<file path="config.mk">
export PLATFORM = sky130hd
export DESIGN_NAME = sdac_front
export DESIGN_NICKNAME = d
export VERILOG_FILES = /design/src/rtl/sdac_pkg.sv /design/src/rtl/sdac_sync.sv /design/src/rtl/sdac_shifter.sv /design/src/rtl/sdac_decode.sv /design/src/rtl/sdac_front.sv
export SDC_FILE = /design/constraint.sdc
export NUM_CORES = 1
export LEC_CHECK = 0
export BUFFER_PORTS_ARGS = -buffer_cell sky130_fd_sc_hd__buf_2
export CAP_MARGIN = 20
export CELL_PAD_IN_SITES_DETAIL_PLACEMENT = 1
export CELL_PAD_IN_SITES_GLOBAL_PLACEMENT = 2
export CORE_MARGIN = 3
export CORE_UTILIZATION = 30
export CTS_CLUSTER_DIAMETER = 200
export CTS_CLUSTER_SIZE = 24
export DETAILED_ROUTE_END_ITERATION = 10
export HOLD_SLACK_MARGIN = 0.02
export PLACE_DENSITY_LB_ADDON = 0.12
export SLEW_MARGIN = 20
export SYNTH_ARGS = -nofsm -noshare
export SYNTH_HDL_FRONTEND = slang
export SYNTH_SLANG_ARGS = --single-unit
</file>
<file path="constraint.sdc">
create_clock -name clk -period 1.66 [get_ports clk]
set_input_delay 0.249 -clock clk [delete_from_list [all_inputs] [get_ports clk]]
set_output_delay 0.249 -clock clk [all_outputs]
set_load 0.005 [all_outputs]
</file>
<file path="src/rtl/sdac_pkg.sv">
package sdac_pkg;
   localparam int MODE_W = 2;
   typedef enum logic [MODE_W-1:0] {
      PD_NONE = 2'd0,
      PD_1K   = 2'd1,
      PD_100K = 2'd2,
      PD_HIZ  = 2'd3
   } pd_mode_e;
endpackage

</file>
<file path="src/rtl/sdac_sync.sv">
module sdac_sync #(
   parameter int WIDTH   = 3,
   parameter int STAGES  = 2,
   parameter logic [WIDTH-1:0] RST_VAL = '0
) (
   input  logic             clk,
   input  logic             arst_n,
   input  logic [WIDTH-1:0] d,
   output logic [WIDTH-1:0] q
);
   logic [WIDTH-1:0] stage_q [STAGES];

   generate
      for (genvar s = 0; s < STAGES; s++) begin : g_stage
         always_ff @(posedge clk or negedge arst_n) begin
            if (!arst_n) stage_q[s] <= RST_VAL;
            else if (s == 0) stage_q[s] <= d;
            else stage_q[s] <= stage_q[(s == 0) ? 0 : s-1];
         end
      end
   endgenerate

   assign q = stage_q[STAGES-1];
endmodule

</file>
<file path="src/rtl/sdac_shifter.sv">
module sdac_shifter #(
   parameter int WORD_W = 16,
   parameter int KEEP_W = 14
) (
   input  logic              clk,
   input  logic              arst_n,
   input  logic              s_sclk,
   input  logic              s_sync_n,
   input  logic              s_din,
   output logic              frame_vld,
   output logic [KEEP_W-1:0] frame_bits
);
   localparam int CW = $clog2(WORD_W + 2);
   localparam logic [CW-1:0] CNT_FULL = CW'(WORD_W);
   localparam logic [CW-1:0] CNT_OVER = CW'(WORD_W + 1);

   logic          p_sclk, p_sync_n, armed;
   logic [CW-1:0] cnt;
   logic [KEEP_W-1:0] shreg;
   logic          sclk_fall, sync_rise;

   assign sclk_fall = p_sclk & ~s_sclk;
   assign sync_rise = ~p_sync_n & s_sync_n;

   always_ff @(posedge clk or negedge arst_n) begin
      if (!arst_n) begin
         p_sclk   <= 1'b0;
         p_sync_n <= 1'b1;
      end else begin
         p_sclk   <= s_sclk;
         p_sync_n <= s_sync_n;
      end
   end

   always_ff @(posedge clk or negedge arst_n) begin
      if (!arst_n) begin
         armed     <= 1'b1;
         cnt       <= '0;
         shreg     <= '0;
         frame_vld <= 1'b0;
      end else if (sync_rise) begin
         armed     <= 1'b0;
         cnt       <= '0;
         frame_vld <= armed && (cnt == CNT_FULL);
      end else begin
         frame_vld <= 1'b0;
         if (s_sync_n) begin
            cnt <= '0;
            if (sclk_fall) armed <= 1'b1;
         end else if (sclk_fall && armed) begin
            shreg <= {shreg[KEEP_W-2:0], s_din};
            if (cnt != CNT_OVER) cnt <= cnt + 1'b1;
         end
      end
   end

   assign frame_bits = shreg;
endmodule

</file>
<file path="src/rtl/sdac_decode.sv">
module sdac_decode
   import sdac_pkg::*;
#(
   parameter int DATA_W = 12
) (
   input  logic              clk,
   input  logic              arst_n,
   input  logic              frame_vld,
   input  logic [MODE_W-1:0] frame_mode,
   input  logic [DATA_W-1:0] frame_data,
   output logic [DATA_W-1:0] code,
   output pd_mode_e          mode,
   output logic              stb
);
   always_ff @(posedge clk or negedge arst_n) begin
      if (!arst_n) begin
         code <= '0;
         mode <= PD_NONE;
         stb  <= 1'b0;
      end else begin
         stb <= frame_vld;
         if (frame_vld) begin
            mode <= pd_mode_e'(frame_mode);
            if (pd_mode_e'(frame_mode) == PD_NONE) code <= frame_data;
         end
      end
   end
endmodule

</file>
<file path="src/rtl/sdac_front.sv">
module sdac_front
   import sdac_pkg::*;
#(
   parameter int DATA_W      = 12,
   parameter int CTRL_W      = 4,
   parameter int SYNC_STAGES = 2
) (
   input  logic              clk,
   input  logic              rst_n,
   input  logic              clr_n,
   input  logic              sclk,
   input  logic              sync_n,
   input  logic              din,
   output logic [DATA_W-1:0] dac_code,
   output logic [1:0]        pd_mode,
   output logic [2:0]        term_sel,
   output logic              out_en,
   output logic              upd_stb
);
   localparam int WORD_W = DATA_W + CTRL_W;
   localparam int KEEP_W = DATA_W + MODE_W;

   generate
      if (CTRL_W < MODE_W) begin : g_bad_ctrl
         $error("CTRL_W must hold the mode field");
      end
      if (SYNC_STAGES < 2) begin : g_bad_sync
         $error("SYNC_STAGES must be at least 2");
      end
   endgenerate

   logic              arst_n;
   logic [2:0]        pins_s;
   logic              frame_vld;
   logic [KEEP_W-1:0] frame_bits;
   pd_mode_e          mode;

   assign arst_n = rst_n & clr_n;

   sdac_sync #(.WIDTH(3), .STAGES(SYNC_STAGES), .RST_VAL(3'b010)) i_sync (
      .clk(clk), .arst_n(arst_n), .d({sclk, sync_n, din}), .q(pins_s)
   );

   sdac_shifter #(.WORD_W(WORD_W), .KEEP_W(KEEP_W)) i_shift (
      .clk(clk), .arst_n(arst_n),
      .s_sclk(pins_s[2]), .s_sync_n(pins_s[1]), .s_din(pins_s[0]),
      .frame_vld(frame_vld), .frame_bits(frame_bits)
   );

   sdac_decode #(.DATA_W(DATA_W)) i_dec (
      .clk(clk), .arst_n(arst_n), .frame_vld(frame_vld),
      .frame_mode(frame_bits[KEEP_W-1:DATA_W]),
      .frame_data(frame_bits[DATA_W-1:0]),
      .code(dac_code), .mode(mode), .stb(upd_stb)
   );

   generate
      for (genvar k = 0; k < 3; k++) begin : g_term
         assign term_sel[k] = (mode == pd_mode_e'(k + 1));
      end
   endgenerate

   assign pd_mode = mode;
   assign out_en  = (mode == PD_NONE);
endmodule

</file>
==> impl_metrics.toml <==
[floorplan]
chipHeight_um = 82.8
initial_utilization_pct = 31.6
rows = 27
io_pins = 25
die_span_in_x_um = 82.8
core_region_area_sq_um = 5610
fp.dieArea_sq_um = 6860

[route]
violation_count_after_the_first_detailed_routing_iteration = 25
drt_drc_violations_left = 0
num_vias = 999
ant_nets = 0
wl_per_cell_um = 13.9
drt_pre_antenna_iters = 4
viasPerCell = 4.50
finalWirelength_um = 3080

[cells_and_area]
area_growth_pct = 20.1
nFillCells = 620
drive_above_1_share_pct = 49.3
final_net_count = 158
antenna_cells = 0
most-common-layout-cells = "dfrtp_1, buf_2, mux2_2"
most_common_cell_after_layout_fill_and_taps_aside = "dfrtp_1"
utilization_pct = 37.9

[timing]
setup_viol_count_final = 0
min_period_over_period_pct = 89.4
report.final.hold_viol_count = 0
post-route-min-period_ns = 1.48
final_max_slew_viols = 0
timing.max_slew.rel_slack_pct = 82.3
timing.fmax_mhz = 674
tightest_slew_ns = 0.261
timing.setup.tns_ns = 0
setup_repair_after_global_routing_missed_its_margin = "false"
skew_ns = 0.00390

[logic_synthesis]
yosys-top-cells-area = "dfrtp_1, mux2_2, mux2_4"
yosysTopAreaCellShare_pct = 56.5
syn_area_per_cell_sq_um = 15.3
synth_top_flop_cell = "dfrtp_1"
post_synth_num_cell_types = 26
synth_enable_flop_cells = 0
synthesis_warning_total = 0
syn_nets = 125
synth_sequential_area_ratio_pct = 62.5
async_flop_share_pct = 100
synth_cells = 116
synthesis.area_sq_um = 1770
post-synth-top-area-cell = "dfrtp_1"
ys_ff_latch = 44

[flow_run]
max-cap-violations = 0

[critical_path]
crit_fanout = 8
slowest_cell_on_the_critical_path = "dfstp_2"
worstRegToRegCells = 4
worst_path_dominant_cell_family = "flip-flops"
reg2reg_from = "i_shift.armed$_DFFE_PN1P_"
worstPathBufferInverterCount = 1
timing.critical_path.required_ns = 1.84
timing.critical_path.cells = "nand3b_4 -> nor2_4 -> buf_4 -> mux2_4"
critical_path.reg2reg.endpoint = "i_shift.frame_bits[8]$_DFFE_PN0P_"
critPathArrivalTime_ns = 1.66
endpoint_type_of_the_worst_setup_path = "register"
worst_setup_path_startpoint = "i_shift.armed$_DFFE_PN1P_"
worst-r2r-setup-slack_ns = 0.18
critical-path-max-stage-delay_ns = 0.59
cp-endpoint = "i_shift.frame_bits[8]$_DFFE_PN0P_"
worst-setup-path-type = "reg -> reg"
timing.critical_path.from_type = "register"
critical_path_depth = 4

[clocking]
cts_max_level = 2
cts_repair_resize_count = 0
cts_hold_buf = 0
cts.reportedPaths.clkPinSlew_ns = 0.08
cts_bufs_inserted = 5
postCtsSetupBuffers = 0
clock_tree.buffer_depth = 2
insertion_delay_ns = 0.29
clock-sinks = 44
root_buffer = "clkbuf_8"
cts_tree = "built"

[grt]
grt_max_degree = 45
grt_pass1_wl_um = 5510
grt_antenna_before_repair = 0
grt.total_usage_pct = 10.2
first_global_vias = 1075
grt_overflow_total = 0

[placed_design]
portBuffers = 24
globalplace.congestion = 0.738
place.detailed.hpwl_um = 2150

[hold_path]
hold_path.class = "in -> async"

[power]
vdd.ir_drop.worst_mv = 0.665
p_per_area_nw_per_um2 = 996
p_leak_nw = 1.08

[run_status]
status = "complete, no violations"
==> power by group <==
part | internal, mW | switching (mW) | leakage, nW | total (mW)
clock network | 0.531 | 0.352 | 0.0645 | 0.883
logic | 0.0438 | 0.0443 | 0.430 | 0.0881
registers | 1.12 | 0.0312 | 0.585 | 1.15
total | 1.69 | 0.427 | 1.08 | 2.12
==> cells in the mapped netlist, types with 2 or more instances <==
master    n
nor2b_1   3
nand2_1   3
inv_1     6
ha_1      3
dfstp_2   4
o21ai_0   4
and2_1    2
or3_1     4
a21oi_1   5
dfrtp_1  40
mux2_4   10
mux2_2   18
==> metal layers <==
metal  vias up  track usage (%)  wire (um)
met3         2             3.47        160
li1        468                -          -
met4         0             4.46         24
met5         -                0          0
met1       505             12.6       1440
met2        24             16.0       1460
==> cell type report <==
type	instances	area, sq um	share of cell area, %
Clock inverter	1	30.0	1.41
Tap cell	72	90.1	4.24
Multi-Input combinational cell	63	611	28.7
Sequential cell	44	1110	52.0
Clock buffer	7	96.3	4.53
Inverter	6	22.5	1.06
Timing Repair Buffer	29	170	8.00
==> registers in the layout, summed over array words and instances (netlist names) <==
name / count
i_shift.p_sync_n: 1
i_dec.mode: 2
i_shift.p_sclk: 1
i_shift.armed: 1
i_shift.frame_bits: 14
i_sync.stage_q: 3
i_shift.cnt: 5
i_dec.code: 12
i_dec.stb: 1
i_sync.q: 3
i_shift.frame_vld: 1
==> through the flow <==
stage	cell area, sq um	setup WS, ns	hold slack [ns]	std cells	power [mW]
2_1_floorplan	1770	0.117	0.253	116	1.22
3_5_place_dp	2000	0.179	0.339	214	1.26
3_3_place_gp	2000	0.184	0.334	214	1.26
6_report	2130	0.175	0.0384	222	2.12
5_1_grt	2130	0.0991	0.0296	222	2.22
4_1_cts	2130	0.162	0.0385	222	2.16
==> worst reg2reg max path, stage by stage (launching register included) <==
cell and delay (ns):
dfstp_2 0.59, nand3b_4 0.13, nor2_4 0.11, buf_4 0.22, mux2_4 0.32
==> cells by family after synthesis <==
kind of cell	share of synthesized area (%)
compound gates	3.39
simple gates	8.97
flops	62.5
fa+ha+maj	2.12
buf+inv	3.11
mux	19.9
==> worst min-delay path by stage <==
stage / start / endpoint / slack, ns
after floorplan: sync_n / i_sync.stage_q[4]$_DFF_PN1_ / 0.25
after global placement: i_sync.stage_q[5]$_DFF_PN0_ / i_sync.q[2]$_DFF_PN0_ / 0.33
after detailed placement: i_sync.stage_q[5]$_DFF_PN0_ / i_sync.q[2]$_DFF_PN0_ / 0.34
after CTS: sync_n / i_sync.stage_q[4]$_DFF_PN1_ / 0.04
after global routing: sync_n / i_sync.stage_q[4]$_DFF_PN1_ / 0.03
final: clr_n / i_sync.stage_q[3]$_DFF_PN0_ / 0.04
(Power assumes the default switching activity.)
